## src/rtl/lpm_pkg.sv

```systemverilog
package lpm_pkg;

    typedef enum logic [2:0] {
        ST_RUN     = 3'd0,
        ST_DEFER   = 3'd1,
        ST_WAIT    = 3'd2,
        ST_PSTOP   = 3'd3,
        ST_FSTOP   = 3'd4,
        ST_OSCWAIT = 3'd5
    } lp_state_t;

    typedef struct packed {
        logic cpu;
        logic per;
        logic osc;
        logic freeze;
    } gate_t;

    typedef struct packed {
        logic irq;         // any interrupt that ends wait
        logic pstop_wake;  // interrupt or shallow-stop self wake
        logic fstop_wake;  // interrupt or deep-stop self wake
    } wake_t;

    localparam logic [1:0] MC_RUN   = 2'b00;
    localparam logic [1:0] MC_WAIT  = 2'b01;
    localparam logic [1:0] MC_PSTOP = 2'b10;
    localparam logic [1:0] MC_FSTOP = 2'b11;

    localparam gate_t GATE_RUN = '{cpu: 1'b1, per: 1'b1, osc: 1'b1, freeze: 1'b0};

    function automatic gate_t gates_of(lp_state_t s);
        gate_t g;
        case (s)
            ST_WAIT:    g = '{cpu: 1'b0, per: 1'b1, osc: 1'b1, freeze: 1'b0};
            ST_PSTOP:   g = '{cpu: 1'b0, per: 1'b0, osc: 1'b1, freeze: 1'b0};
            ST_FSTOP:   g = '{cpu: 1'b0, per: 1'b0, osc: 1'b0, freeze: 1'b1};
            ST_OSCWAIT: g = '{cpu: 1'b0, per: 1'b0, osc: 1'b1, freeze: 1'b1};
            default:    g = GATE_RUN;
        endcase
        return g;
    endfunction

    function automatic logic [1:0] code_of(lp_state_t s);
        logic [1:0] c;
        case (s)
            ST_WAIT:              c = MC_WAIT;
            ST_PSTOP:             c = MC_PSTOP;
            ST_FSTOP, ST_OSCWAIT: c = MC_FSTOP;
            default:              c = MC_RUN;
        endcase
        return c;
    endfunction

endpackage

```

## src/rtl/lpm_wake_eval.sv

```systemverilog
module lpm_wake_eval
    import lpm_pkg::*;
#(
    parameter int IRQ_W = 8
) (
    input  logic             nmi_req,
    input  logic             ext_irq,
    input  logic [IRQ_W-1:0] irq_req,
    input  logic [IRQ_W-1:0] irq_en,
    input  logic             rti_wake_req,
    input  logic             rti_wake_en,
    input  logic             cop_wake_req,
    input  logic             cop_wake_en,
    input  logic             pit_wake_req,
    input  logic             pit_wake_en,
    input  logic             adc_wake_req,
    input  logic             adc_wake_en,
    output wake_t            wake
);
    localparam int NSRC = 4;

    logic [IRQ_W-1:0] live_irq;
    logic [NSRC-1:0]  src_req;
    logic [NSRC-1:0]  src_en;
    logic [NSRC-1:0]  src_hit;
    logic             any_irq;

    assign src_req = {adc_wake_req, pit_wake_req, cop_wake_req, rti_wake_req};
    assign src_en  = {adc_wake_en,  pit_wake_en,  cop_wake_en,  rti_wake_en};

    for (genvar i = 0; i < IRQ_W; i++) begin : g_irq
        assign live_irq[i] = irq_req[i] & irq_en[i];
    end

    for (genvar j = 0; j < NSRC; j++) begin : g_src
        assign src_hit[j] = src_req[j] & src_en[j];
    end

    assign any_irq         = nmi_req | ext_irq | (|live_irq);
    assign wake.irq        = any_irq;
    assign wake.pstop_wake = any_irq | (|src_hit);
    // bits 2 and 3 are the periodic timer and the converter
    assign wake.fstop_wake = any_irq | src_hit[2] | src_hit[3];

endmodule

```

## src/rtl/lpm_seq.sv

```systemverilog
module lpm_seq
    import lpm_pkg::*;
(
    input  logic      clk,
    input  logic      rst,
    input  logic      stop_strobe,
    input  logic      wait_strobe,
    input  logic      nvm_busy,
    input  logic      pseudo_sel,
    input  logic      fast_wake_en,
    input  logic      osc_ready,
    input  wake_t     wake,
    output lp_state_t state,
    output logic      pll_sel
);
    lp_state_t nxt;
    logic      deep_q, deep_nxt;
    logic      pll_nxt;

    always_ff @(posedge clk) begin
        if (rst) begin
            state   <= ST_RUN;
            deep_q  <= 1'b0;
            pll_sel <= 1'b0;
        end else begin
            state   <= nxt;
            deep_q  <= deep_nxt;
            pll_sel <= pll_nxt;
        end
    end

    always_comb begin
        nxt      = state;
        deep_nxt = deep_q;
        pll_nxt  = pll_sel;
        case (state)
            ST_RUN: begin
                if (pll_sel && osc_ready) pll_nxt = 1'b0;
                if (stop_strobe) begin
                    deep_nxt = ~pseudo_sel;
                    if (nvm_busy)        nxt = ST_DEFER;
                    else if (pseudo_sel) nxt = ST_PSTOP;
                    else                 nxt = ST_FSTOP;
                end else if (wait_strobe) begin
                    nxt = ST_WAIT;
                end
            end
            ST_DEFER: begin
                if (wake.irq)       nxt = ST_RUN;
                else if (!nvm_busy) nxt = deep_q ? ST_FSTOP : ST_PSTOP;
            end
            ST_WAIT: begin
                if (wake.irq) nxt = ST_RUN;
            end
            ST_PSTOP: begin
                if (wake.pstop_wake) nxt = ST_RUN;
            end
            ST_FSTOP: begin
                if (wake.fstop_wake) begin
                    if (fast_wake_en) begin
                        nxt     = ST_RUN;
                        pll_nxt = 1'b1;
                    end else begin
                        nxt = ST_OSCWAIT;
                    end
                end
            end
            ST_OSCWAIT: begin
                if (osc_ready) nxt = ST_RUN;
            end
            default: nxt = ST_RUN;
        endcase
    end

endmodule

```

## src/rtl/lpm_out.sv

```systemverilog
module lpm_out
    import lpm_pkg::*;
(
    input  lp_state_t  state,
    input  logic       pll_sel,
    input  logic       rst,
    output logic       cpu_clk_en,
    output logic       per_clk_en,
    output logic       osc_en,
    output logic       cnt_freeze,
    output logic       wake_clk_sel,
    output logic [1:0] mode_code
);
    gate_t g;

    always_comb begin
        g = rst ? GATE_RUN : gates_of(state);
    end

    assign cpu_clk_en   = g.cpu;
    assign per_clk_en   = g.per;
    assign osc_en       = g.osc;
    assign cnt_freeze   = g.freeze;
    assign wake_clk_sel = pll_sel & ~rst;
    assign mode_code    = rst ? MC_RUN : code_of(state);

endmodule

```

## src/rtl/lpm_ctrl.sv

```systemverilog
module lpm_ctrl
    import lpm_pkg::*;
#(
    parameter int IRQ_W = 8
) (
    input  logic             clk,
    input  logic             rst,
    input  logic             stop_strobe,
    input  logic             wait_strobe,
    input  logic             nvm_busy,
    input  logic             pseudo_sel,
    input  logic             fast_wake_en,
    input  logic             osc_ready,
    input  logic             nmi_req,
    input  logic             ext_irq,
    input  logic [IRQ_W-1:0] irq_req,
    input  logic [IRQ_W-1:0] irq_en,
    input  logic             rti_wake_req,
    input  logic             rti_wake_en,
    input  logic             cop_wake_req,
    input  logic             cop_wake_en,
    input  logic             pit_wake_req,
    input  logic             pit_wake_en,
    input  logic             adc_wake_req,
    input  logic             adc_wake_en,
    output logic             cpu_clk_en,
    output logic             per_clk_en,
    output logic             osc_en,
    output logic             cnt_freeze,
    output logic             wake_clk_sel,
    output logic [1:0]       mode_code
);
    wake_t     wake;
    lp_state_t state;
    logic      pll_sel;

    lpm_wake_eval #(.IRQ_W(IRQ_W)) i_wake (
        .nmi_req      (nmi_req),
        .ext_irq      (ext_irq),
        .irq_req      (irq_req),
        .irq_en       (irq_en),
        .rti_wake_req (rti_wake_req),
        .rti_wake_en  (rti_wake_en),
        .cop_wake_req (cop_wake_req),
        .cop_wake_en  (cop_wake_en),
        .pit_wake_req (pit_wake_req),
        .pit_wake_en  (pit_wake_en),
        .adc_wake_req (adc_wake_req),
        .adc_wake_en  (adc_wake_en),
        .wake         (wake)
    );

    lpm_seq i_seq (
        .clk          (clk),
        .rst          (rst),
        .stop_strobe  (stop_strobe),
        .wait_strobe  (wait_strobe),
        .nvm_busy     (nvm_busy),
        .pseudo_sel   (pseudo_sel),
        .fast_wake_en (fast_wake_en),
        .osc_ready    (osc_ready),
        .wake         (wake),
        .state        (state),
        .pll_sel      (pll_sel)
    );

    lpm_out i_out (
        .state        (state),
        .pll_sel      (pll_sel),
        .rst          (rst),
        .cpu_clk_en   (cpu_clk_en),
        .per_clk_en   (per_clk_en),
        .osc_en       (osc_en),
        .cnt_freeze   (cnt_freeze),
        .wake_clk_sel (wake_clk_sel),
        .mode_code    (mode_code)
    );

endmodule

```

## config.mk

```make
export PLATFORM = sky130hd
export DESIGN_NAME = lpm_ctrl
export DESIGN_NICKNAME = d
export VERILOG_FILES = /design/src/rtl/lpm_pkg.sv /design/src/rtl/lpm_wake_eval.sv /design/src/rtl/lpm_seq.sv /design/src/rtl/lpm_out.sv /design/src/rtl/lpm_ctrl.sv
export SDC_FILE = /design/constraint.sdc
export NUM_CORES = 1
export LEC_CHECK = 0
export ABC_AREA = 1
export ABC_CLOCK_PERIOD_IN_PS = 1600
export BUFFER_PORTS_ARGS = -buffer_cell sky130_fd_sc_hd__buf_2
export CORE_MARGIN = 4
export CORE_UTILIZATION = 38
export CTS_CLUSTER_DIAMETER = 40
export DETAILED_ROUTE_END_ITERATION = 6
export GPL_TIMING_DRIVEN = 0
export PLACE_DENSITY = 0.76
export SLEW_MARGIN = 5
export SYNTH_ARGS = -nofsm -noshare
export SYNTH_HDL_FRONTEND = slang
export SYNTH_SLANG_ARGS = --single-unit
export TNS_END_PERCENT = 5
```

## constraint.sdc

```tcl
create_clock -name clk -period 1.6 [get_ports clk]
set_input_delay 0.24 -clock clk [delete_from_list [all_inputs] [get_ports clk]]
set_output_delay 0.24 -clock clk [all_outputs]
set_load 0.02 [all_outputs]
```

==> flow_summary.json <==
{
  "slew_violations": 0,
  "required_ps": 1360,
  "initial_core_util_pct": 41.18,
  "area_growth_pct": 64.46,
  "ys_seq_area_share_pct": 18.22,
  "outcome": "complete, but fails checks",
  "slew-limit-headroom_pct": 79.49,
  "p_leak_uw": 0.0005429,
  "avgSynthCellArea_um2": 5.231,
  "slowest_stage": "dfxtp_4",
  "cell_internal_pwr_uw": 418.0,
  "hold_viol": 0,
  "cts.clk_slew.worst_paths_ps": 40,
  "core-area_mm2": 0.001334,
  "max_freq_mhz": 580.8,
  "ant_nets": 0,
  "hold_path.class": "input pin to flip-flop",
  "post-route-min-period_ps": 1722,
  "setup_tns_ps": -207.9,
  "via_per_inst": 4.684,
  "fin_hold_ws_ps": 234.2,
  "worst_pin_slew_ps": 305.3,
  "grt_pass1_wl_um": 2656,
  "clock_path_buffers": 2,
  "violations": "setup timing",
  "hpwl_um": 1311,
  "switching_share_pct": 39.00,
  "post_drt_wl_per_cell_um": 10.16,
  "io_buffers": 40,
  "setup_viol": 2,
  "p_sw_uw": 267.2,
  "diodes": 0,
  "path_cells": "inv_4 > ha_4 > nor2_4 > inv_2 > or3_4 > buf_6",
  "synth_nets": 141,
  "hold_buffers": 0,
  "placed_cells": 160,
  "crit_type": "flip-flop to output port",
  "cts_tree": "yes",
  "worst_clock_skew_ps": 4.173,
  "drc": 0,
  "power.density_mw_per_mm2": 758.5,
  "die_area_mm2": 0.002118,
  "synth_seq_cells": 5,
  "crit_arrival_ps": 1480,
  "synth.distinct_cells": 18,
  "rows": 13,
  "crit_family": "simple AND/OR/NAND/NOR gates",
  "cts_sinks": 5,
  "syn_inst": 105,
  "fillers": 141,
  "synth_warnings": 0,
  "grt_max_degree": 7,
  "place.gp.congestion": 0.7816,
  "grt_usage_pct": 17.21,
  "io_pins": 41,
  "rsz0062_at_grt": "true",
  "crit_buf_inv": 3,
  "fin_ws_ps": -121.7,
  "clock_latency_ps": 240,
  "critPathMaxFanout": 2,
  "nets": 193,
  "final-instance-count-excl-fill": 171,
  "drtIter0Drc": 12,
  "routed_wl_um": 1738,
  "die_w_um": 46.02,
  "r2r_start": "i_seq.state[1]",
  "startpoint_type": "flip-flop",
  "drive_above_1_share_pct": 42.31,
  "comb_power_share_pct": 54.4,
  "ir_drop_uv": 620.2,
  "htree_levels": 1,
  "grt_pass1_vias": 718,
  "drv_cap": 0,
  "crit_start": "i_seq.state[1]",
  "fin_crit_sh_pct": 107.6,
  "dieHeight_um": 46.02,
  "hp-start": "pseudo_sel",
  "firstDrtPassIters": 4,
  "mappedNetlistArea_um2": 549.3,
  "grt_overflow": 0,
  "numCtsBuffers": 3,
  "vias": 801,
  "cp_slowest_stage_delay_ps": 360,
  "seq_power_share_pct": 25.2,
  "clockPowerShare_pct": 20.4,
  "root_buffer": "clkbuf_4",
  "cp-end-kind": "output port",
  "antenna_found_initial": 0
}
## metrics by stage
stage          util, %  power, uW  area (um^2)  setup WS (ps)
2_1_floorplan        -      363.7        558.0          11.24
3_3_place_gp     58.26      452.1        777.0         -90.49
3_5_place_dp     58.26      457.3        777.0         -101.1
4_1_cts          67.26      676.9        897.1         -99.25
5_1_grt          67.73      737.2        903.4         -156.7
6_report         67.73      685.2        903.4         -121.7
## flip-flops by register name, indices dropped and copies added, names as in the netlist
name,count
i_seq.state,3
i_seq.deep_q,1
i_seq.pll_sel,1
## synth_stat cells
cell type | n | area [um^2]
a21boi_0 | 1 | 7.510
or2_1 | 1 | 6.260
nor2_2 | 2 | 12.51
a21oi_2 | 1 | 8.760
nor2_1 | 20 | 75.07
nand2_2 | 1 | 6.260
nor3_1 | 2 | 10.01
inv_2 | 2 | 7.510
nand3_1 | 4 | 20.02
dfxtp_1 | 5 | 100.1
a21oi_1 | 7 | 35.03
nor3_2 | 2 | 20.02
ha_1 | 2 | 25.02
nand2_1 | 36 | 135.1
o21ai_0 | 2 | 10.01
o211ai_1 | 1 | 7.510
or3_1 | 1 | 6.260
inv_1 | 15 | 56.30
## metal layers
layer  track usage [%]  share of wire, %
met4             7.386                 0
met5                 0                 0
met3             2.372               7.5
met2             32.42                55
met1             18.50                38
## cells in the final DEF, fill, tap and decap left out, types with 2 or more instances in the layout
cell / count
a21oi_1: 7
buf_2: 37
buf_4: 7
buf_6: 3
clkbuf_4: 3
dfxtp_1: 3
dfxtp_4: 2
inv_1: 13
inv_2: 3
nand2_1: 35
nand2_2: 2
nand3_1: 4
nor2_1: 19
nor2_2: 2
nor3_1: 2
nor3_2: 2
o21ai_0: 2
## kinds of logic after synthesis
group | count (synthesis) | share of synthesized area, %
and+or+nand+nor | 69 | 53.08
buffers and inverters | 17 | 11.62
AOI/OAI and AO/OA | 12 | 12.53
DFF | 5 | 18.22
adders and majority gates | 2 | 4.555
## timing repair
item / in CTS / in global routing
setup buffers: 7 / 0
gates resized for setup: 12 / 2
setup endpoints to repair: 3 / 3
pin swaps: 3 / 0
cloned: 0 / 0
## area by class of cell
cell class                 instances  area [um^2]  area share [%]
tap                               15        18.77           2.078
inverter                          17        66.31           7.341
sequential                         5        107.6           11.91
multi-input combinational         83        412.9           45.71
timing repair buffer              47        271.5           30.06
clock buffer                       4        26.28           2.909
## worst reg2reg max path, delay by kind of cell, from the launching register on
| kind | cells | cell delay, ps |
|---|---|---|
| buf+inv | 1 | 160 |
| simple gates | 8 | 830 |
| flops | 1 | 350 |
## worst paths after layout
| path | slack [ps] | cells past startpoint | end |
|---|---|---|---|
| setup / recovery | -120 | 6 | osc_en |
| hold / removal | 230 | 2 | i_seq.deep_q |
| setup reg to reg | 210 | 9 | i_seq.state[2] |
| hold reg to reg | 500 | 2 | i_seq.pll_sel |
## power groups by stage
| stage | clock [uW] | combinational (uW) | sequential [uW] |
|---|---|---|---|
| 6_report | 140 | 373 | 172 |
| 3_3_place_gp | 0 | 277 | 175 |
| 2_1_floorplan | 0 | 194 | 170 |
| 3_5_place_dp | 0 | 281 | 176 |
| 5_1_grt | 151 | 412 | 174 |
| 4_1_cts | 146 | 361 | 170 |
(Power assumes the default switching activity.)
